<file path="config.mk">
export PLATFORM = sky130hd
export DESIGN_NAME = fxp_alu
export DESIGN_NICKNAME = d
export VERILOG_FILES = /design/src/rtl/fxp_alu_pkg.sv /design/src/rtl/fxp_imm_expand.sv /design/src/rtl/fxp_alu_core.sv /design/src/rtl/fxp_alu_regs.sv /design/src/rtl/fxp_alu.sv
export SDC_FILE = /design/constraint.sdc
export NUM_CORES = 1
export LEC_CHECK = 0
export ABC_AREA = 1
export BUFFER_PORTS_ARGS = -buffer_cell sky130_fd_sc_hd__buf_2
export CORE_MARGIN = 5
export CORE_UTILIZATION = 40
export CTS_CLUSTER_SIZE = 25
export DETAILED_ROUTE_END_ITERATION = 7
export PLACE_DENSITY = 0.65
export SETUP_SLACK_MARGIN = 0.3
export SYNTH_ARGS = -nofsm -noshare
export SYNTH_HDL_FRONTEND = slang
export SYNTH_SLANG_ARGS = --single-unit
</file>
<file path="constraint.sdc">
create_clock -name clk -period 3.2 [get_ports clk]
set_input_delay 0.48 -clock clk [delete_from_list [all_inputs] [get_ports clk]]
set_output_delay 0.48 -clock clk [all_outputs]
set_load 0.01 [all_outputs]
</file>
<file path="src/rtl/fxp_alu_pkg.sv">
package fxp_alu_pkg;

  typedef enum logic [3:0] {
    OP_ADD  = 4'd0,
    OP_ADC  = 4'd1,
    OP_SUB  = 4'd2,
    OP_SBB  = 4'd3,
    OP_RSB  = 4'd4,
    OP_RSBB = 4'd5,
    OP_AND  = 4'd6,
    OP_OR   = 4'd7,
    OP_XOR  = 4'd8,
    OP_PASS = 4'd9,
    OP_NOT  = 4'd10,
    OP_ABS  = 4'd11,
    OP_INC  = 4'd12,
    OP_DEC  = 4'd13,
    OP_RSV0 = 4'd14,
    OP_RSV1 = 4'd15
  } alu_op_e;

  typedef enum logic [1:0] {
    YS_EXT  = 2'd0,
    YS_FB   = 2'd1,
    YS_ZERO = 2'd2,
    YS_IMM  = 2'd3
  } ysel_e;

  typedef struct packed {
    logic zf;
    logic nf;
    logic vf;
    logic cf;
  } alu_flags_t;

endpackage

</file>
<file path="src/rtl/fxp_imm_expand.sv">
module fxp_imm_expand #(
  parameter int W  = 16,
  parameter int IW = $clog2(W)
) (
  input  logic [IW-1:0] idx_i,
  input  logic          inv_i,
  input  logic          spec_i,
  output logic [W-1:0]  val_o
);

  logic [W-1:0] onehot;

  for (genvar b = 0; b < W; b++) begin : g_bit
    assign onehot[b] = (idx_i == IW'(b));
  end

  always_comb begin
    if (spec_i) begin
      val_o = {inv_i, {(W-1){~inv_i}}};
    end else begin
      val_o = inv_i ? ~onehot : onehot;
    end
  end

endmodule

</file>
<file path="src/rtl/fxp_alu_core.sv">
module fxp_alu_core
  import fxp_alu_pkg::*;
#(
  parameter int W = 16
) (
  input  logic [3:0]   op_i,
  input  logic [W-1:0] x_i,
  input  logic [W-1:0] y_i,
  input  logic         cin_i,
  input  logic         sat_en_i,
  output logic [W-1:0] res_o,
  output logic         ovf_o,
  output logic         cout_o,
  output logic         sign_o,
  output logic         valid_o
);

  localparam logic [W-1:0] MAXV = {1'b0, {(W-1){1'b1}}};
  localparam logic [W-1:0] MINV = {1'b1, {(W-1){1'b0}}};

  logic [W-1:0] a, b, lres, raw;
  logic         c0, arith, is_abs;
  logic [W:0]   sum;

  always_comb begin
    a      = x_i;
    b      = '0;
    c0     = 1'b0;
    arith  = 1'b1;
    is_abs = 1'b0;
    lres   = '0;
    unique case (alu_op_e'(op_i))
      OP_ADD:  begin b = y_i; end
      OP_ADC:  begin b = y_i; c0 = cin_i; end
      OP_SUB:  begin b = ~y_i; c0 = 1'b1; end
      OP_SBB:  begin b = ~y_i; c0 = cin_i; end
      OP_RSB:  begin a = y_i; b = ~x_i; c0 = 1'b1; end
      OP_RSBB: begin a = y_i; b = ~x_i; c0 = cin_i; end
      OP_INC:  begin a = y_i; c0 = 1'b1; end
      OP_DEC:  begin a = y_i; b = '1; end
      OP_ABS: begin
        is_abs = 1'b1;
        if (x_i[W-1]) begin
          a  = '0;
          b  = ~x_i;
          c0 = 1'b1;
        end
      end
      OP_AND:  begin arith = 1'b0; lres = x_i & y_i; end
      OP_OR:   begin arith = 1'b0; lres = x_i | y_i; end
      OP_XOR:  begin arith = 1'b0; lres = x_i ^ y_i; end
      OP_PASS: begin arith = 1'b0; lres = y_i; end
      OP_NOT:  begin arith = 1'b0; lres = ~x_i; end
      default: begin arith = 1'b0; end
    endcase
  end

  assign sum     = {1'b0, a} + {1'b0, b} + {{W{1'b0}}, c0};
  assign ovf_o   = arith & (a[W-1] == b[W-1]) & (sum[W-1] != a[W-1]);
  assign raw     = arith ? sum[W-1:0] : lres;
  assign res_o   = (ovf_o & sat_en_i) ? (a[W-1] ? MINV : MAXV) : raw;
  assign cout_o  = arith & ~is_abs & sum[W];
  assign sign_o  = is_abs ? x_i[W-1] : res_o[W-1];
  assign valid_o = (op_i != OP_RSV0) && (op_i != OP_RSV1);

endmodule

</file>
<file path="src/rtl/fxp_alu_regs.sv">
module fxp_alu_regs
  import fxp_alu_pkg::*;
#(
  parameter int W = 16
) (
  input  logic         clk,
  input  logic         rst_n,
  input  logic         exec_i,
  input  logic         dest_fb_i,
  input  logic [W-1:0] res_i,
  input  logic         ovf_i,
  input  logic         cout_i,
  input  logic         sign_i,
  input  logic         ov_latch_i,
  input  logic         ov_clr_i,
  output logic [W-1:0] res_q_o,
  output logic [W-1:0] fb_q_o,
  output alu_flags_t   flags_o
);

  logic [W-1:0] res_q, res_d, fb_q, fb_d;
  alu_flags_t   fl_q, fl_d;
  logic         keep_ov, reg_en;

  assign keep_ov = ov_latch_i & fl_q.vf & ~ov_clr_i;
  assign reg_en  = exec_i | ov_clr_i;

  always_comb begin
    res_d = res_q;
    fb_d  = fb_q;
    fl_d  = fl_q;
    if (exec_i) begin
      if (dest_fb_i) fb_d = res_i;
      else           res_d = res_i;
      fl_d.zf = (res_i == '0);
      fl_d.nf = sign_i;
      fl_d.cf = cout_i;
      fl_d.vf = ovf_i | keep_ov;
    end else if (ov_clr_i) begin
      fl_d.vf = 1'b0;
    end
  end

  always_ff @(posedge clk or negedge rst_n) begin
    if (!rst_n) begin
      res_q <= '0;
      fb_q  <= '0;
      fl_q  <= '0;
    end else if (reg_en) begin
      res_q <= res_d;
      fb_q  <= fb_d;
      fl_q  <= fl_d;
    end
  end

  assign res_q_o = res_q;
  assign fb_q_o  = fb_q;
  assign flags_o = fl_q;

endmodule

</file>
<file path="src/rtl/fxp_alu.sv">
module fxp_alu
  import fxp_alu_pkg::*;
#(
  parameter int W  = 16,
  parameter int IW = $clog2(W)
) (
  input  logic          clk,
  input  logic          rst_n,
  input  logic          issue_i,
  input  logic          cond_ok_i,
  input  logic [3:0]    op_i,
  input  logic          x_sel_i,
  input  logic [1:0]    y_sel_i,
  input  logic [W-1:0]  x_ext_i,
  input  logic [W-1:0]  y_ext_i,
  input  logic [IW-1:0] imm_idx_i,
  input  logic          imm_inv_i,
  input  logic          imm_spec_i,
  input  logic          dest_fb_i,
  input  logic          sat_en_i,
  input  logic          ov_latch_i,
  input  logic          ov_clr_i,
  output logic [W-1:0]  res_o,
  output logic [W-1:0]  fb_o,
  output logic          zf_o,
  output logic          nf_o,
  output logic          vf_o,
  output logic          cf_o
);

  logic [W-1:0] imm_val, x_op, y_op, core_res;
  logic         core_ovf, core_cout, core_sign, core_valid, exec;
  alu_flags_t   flags;

  fxp_imm_expand #(.W(W), .IW(IW)) u_imm (
    .idx_i  (imm_idx_i),
    .inv_i  (imm_inv_i),
    .spec_i (imm_spec_i),
    .val_o  (imm_val)
  );

  assign x_op = x_sel_i ? res_o : x_ext_i;

  always_comb begin
    unique case (ysel_e'(y_sel_i))
      YS_EXT:  y_op = y_ext_i;
      YS_FB:   y_op = fb_o;
      YS_ZERO: y_op = '0;
      default: y_op = imm_val;
    endcase
  end

  fxp_alu_core #(.W(W)) u_core (
    .op_i     (op_i),
    .x_i      (x_op),
    .y_i      (y_op),
    .cin_i    (cf_o),
    .sat_en_i (sat_en_i),
    .res_o    (core_res),
    .ovf_o    (core_ovf),
    .cout_o   (core_cout),
    .sign_o   (core_sign),
    .valid_o  (core_valid)
  );

  assign exec = issue_i & cond_ok_i & core_valid;

  fxp_alu_regs #(.W(W)) u_regs (
    .clk        (clk),
    .rst_n      (rst_n),
    .exec_i     (exec),
    .dest_fb_i  (dest_fb_i),
    .res_i      (core_res),
    .ovf_i      (core_ovf),
    .cout_i     (core_cout),
    .sign_i     (core_sign),
    .ov_latch_i (ov_latch_i),
    .ov_clr_i   (ov_clr_i),
    .res_q_o    (res_o),
    .fb_q_o     (fb_o),
    .flags_o    (flags)
  );

  assign zf_o = flags.zf;
  assign nf_o = flags.nf;
  assign vf_o = flags.vf;
  assign cf_o = flags.cf;

endmodule

</file>
==> flow_summary.json <==
{
  "dp.cells": 1273,
  "fillCellCount": 920,
  "async_flop_share_pct": 100.0,
  "ys_ff_latch": 36,
  "clk_path_buf_depth": 2,
  "port_buffers": 88,
  "multiInputGateArea_mm2": 0.004858,
  "wirelength_um": 25140,
  "synth_ff_type": "dfrtp_1",
  "grt_use_met3_pct": 5.189,
  "grt_max_degree": 37,
  "grt_overflow": 0,
  "cts-root-buf": "clkbuf_16",
  "cts_buffers": 5,
  "area_growth_pct": 72.22,
  "die_y_um": 124.4,
  "die-area_mm2": 0.01549,
  "ant_nets": 0,
  "start_util_pct": 41.18,
  "status": "completed",
  "yosysTopAreaCellShare_pct": 24.36,
  "fin_crit_sh_pct": 99.97,
  "grt_usage_pct": 27.58,
  "synth_area_mm2": 0.005239,
  "final_nets": 1293,
  "yosysTopAreaCell": "nand2_1",
  "synth-edff-count": 0,
  "relSlewSlack_pct": 47.82,
  "setup_viol": 0,
  "seq_area_frac_synth_pct": 17.20,
  "required_ns": 3.42,
  "antenna_cells": 0,
  "final_cell_mix": "250 x nand2_1, 206 x buf_4, 93 x inv_1",
  "use_met2_pct": 43.92,
  "endpoint_kind": "register",
  "max_stage_delay_ns": 0.34,
  "cp_cell_sequence": "buf_2 -> buf_12 -> buf_4 -> nand2_1 -> o21a_1 -> inv_1 -> nand2_1 -> nand4_1 -> ha_4 -> nand2_2 -> nor2_4 -> and3_4 -> nand2_2 -> nand2_4 -> inv_2 -> nand2_2 -> nand2_8 -> nand3_4 -> mux2i_1 -> nand2_1 -> nand2_1",
  "critPathKind": "in -> reg",
  "coreArea_mm2": 0.01272,
  "p_leak_nw": 4.639,
  "finalNonFillerCells": 1364,
  "layout.area.seq_um2": 900.9,
  "hold_buffers": 0,
  "critPathMostFrequentCell": "nand2_1",
  "hp-class": "in -> async",
  "tritoncts": "yes",
  "h-tree-depth": 2,
  "finalHoldViolCount": 0,
  "fmax_ghz": 0.3126,
  "cp.arrival_ns": 3.41,
  "routed_via_density": 5.632,
  "clkSlewWorstSetupHoldPaths_ns": 0.06,
  "place.gp.congestion": 0.9936,
  "io_pins": 89,
  "max-vdd-ir-drop_uv": 217.6,
  "routedWlPerCell_um": 18.43,
  "holdWs_ns": 0.2773,
  "grt_util_met1_pct": 35.49,
  "fin_worst_skew_ns": 0.004511,
  "synth_area_per_cell_um2": 5.873,
  "maxSlewViolCount": 0,
  "synth.net_count": 994,
  "clock-sinks": 36,
  "finalSetupTns_ns": 0,
  "rows": 41,
  "powerDensity_mw_per_mm2": 441.1,
  "die_x_um": 124.4,
  "cap_violations": 0,
  "worstSkewPairLatency_ns": 0.28,
  "layout-drive-gt1-share_pct": 50.00,
  "antenna_found_initial": 0,
  "grt_pass1_vias": 6839,
  "slowest_stage": "ha_4",
  "cp_max_fo": 19,
  "drt-pass1-iter-count": 6,
  "period_needed_ns": 3.199,
  "drt-initial-drc-count": 965,
  "yosys-top-cells-area": "nand2_1 24%, dfrtp_1 17%, ha_1 11%",
  "rsz0062_at_grt": "yes",
  "hpwl_um": 15750,
  "power_mw": 3.980,
  "drc_errors": 0,
  "synth.distinct_cells": 43,
  "netlist_instances": 892,
  "vias": 7682,
  "top_usage_layer": "met2",
  "startpoint_type": "input port",
  "layout_commonest_cell": "nand2_1",
  "synth_warnings": 0,
  "grt_pass1_wl_um": 35030,
  "worst_pin_slew_ns": 0.7827
}
==> logic make-up (layout without fill, tap and decap cells) <==
family          Yosys count  after routing  share of synthesized area, %
flops                    36             36                         17.20
simple gates            510            514                         42.70
mux                       1              1                        0.1911
xor+xnor                  1              1                        0.1672
compound gates          136            136                         15.19
buf+inv                 159            455                         12.56
fa+ha+maj                49             49                         11.99
==> synth_stat cells, drive strengths merged (11+ instances only) <==
cell,instances
o21ai,65
o22ai,17
dfrtp,36
nor2,49
o211ai,11
nand4,23
a21oi,23
nand3,67
nand2,352
inv,125
ha,47
buf,19
clkbuf,14
==> final cells by class <==
| cell class | instances | share of cell area, % |
|---|---|---|
| flip-flops and latches | 36 | 9.985 |
| inverters | 126 | 5.547 |
| repair buffers | 321 | 26.33 |
| multi-input cells | 701 | 53.85 |
| clock inverters | 3 | 0.5131 |
| well taps | 172 | 2.385 |
| clock buffers | 5 | 1.387 |
==> flip-flops by register name, summed over array words and instances (netlist names) <==
signal	cells
u_regs.fb_q_o	16
u_regs.flags_o	4
u_regs.res_q_o	16
==> power breakdown <==
part	internal [mW]	switching [mW]
clock network	0.370	0.193
registers	0.580	0.0746
logic	1.22	1.54
==> per-stage QoR <==
| step | setup slack, ns | area [um2] | util (%) |
|---|---|---|---|
| 2_1_floorplan | 0.05741 | 5311 | - |
| 3_3_place_gp | -0.4042 | 6930 | 54.47 |
| 3_5_place_dp | -0.4243 | 6930 | 54.47 |
| 4_1_cts | 0.2283 | 8389 | 65.94 |
| 5_1_grt | -0.2021 | 9022 | 70.92 |
| 6_report | 0.0009779 | 9022 | 70.92 |
==> worst max-delay path: cells and delay by family <==
kind	cells	cell delay, ns
buffers and inverters	5	0.65
AO/OA/AOI/OAI	1	0.15
AND/OR/NAND/NOR	13	1.48
adder cells (fa/ha/maj)	1	0.34
multiplexers	1	0.30
==> timing repair <==
item	CTS	global route
buffers inserted	59	19
gates cloned	5	0
endpoints found under the setup margin	36	36
resized for setup	200	124
pin swaps	77	75
==> path summary, 6_finish.rpt <==
| path | start | endpoint | slack (ns) | cells after the start |
|---|---|---|---|---|
| min in group clk | ov_latch_i | u_regs.flags_o[1]$_DFFE_PN0P_ | 0.48 | 3 |
| setup / recovery | x_sel_i | u_regs.fb_q_o[3]$_DFFE_PN0P_ | 0.001 | 21 |
| max in group asynchronous | rst_n | u_regs.res_q_o[9]$_DFFE_PN0P_ | 2.43 | 1 |
| setup reg to reg | u_regs.res_q_o[15]$_DFFE_PN0P_ | u_regs.fb_q_o[3]$_DFFE_PN0P_ | 0.05 | 22 |
| hold reg to reg | u_regs.fb_q_o[10]$_DFFE_PN0P_ | u_regs.fb_q_o[10]$_DFFE_PN0P_ | 0.54 | 2 |
| hold / removal | rst_n | u_regs.fb_q_o[6]$_DFFE_PN0P_ | 0.28 | 1 |
==> routing by layer <==
metal	vias to the layer above	share of wire, %
li1	3497	-
met1	3478	37
met2	557	45
met3	150	10
met4	0	7.6
met5	-	0
Note: power is estimated with default switching activity, not from simulation.
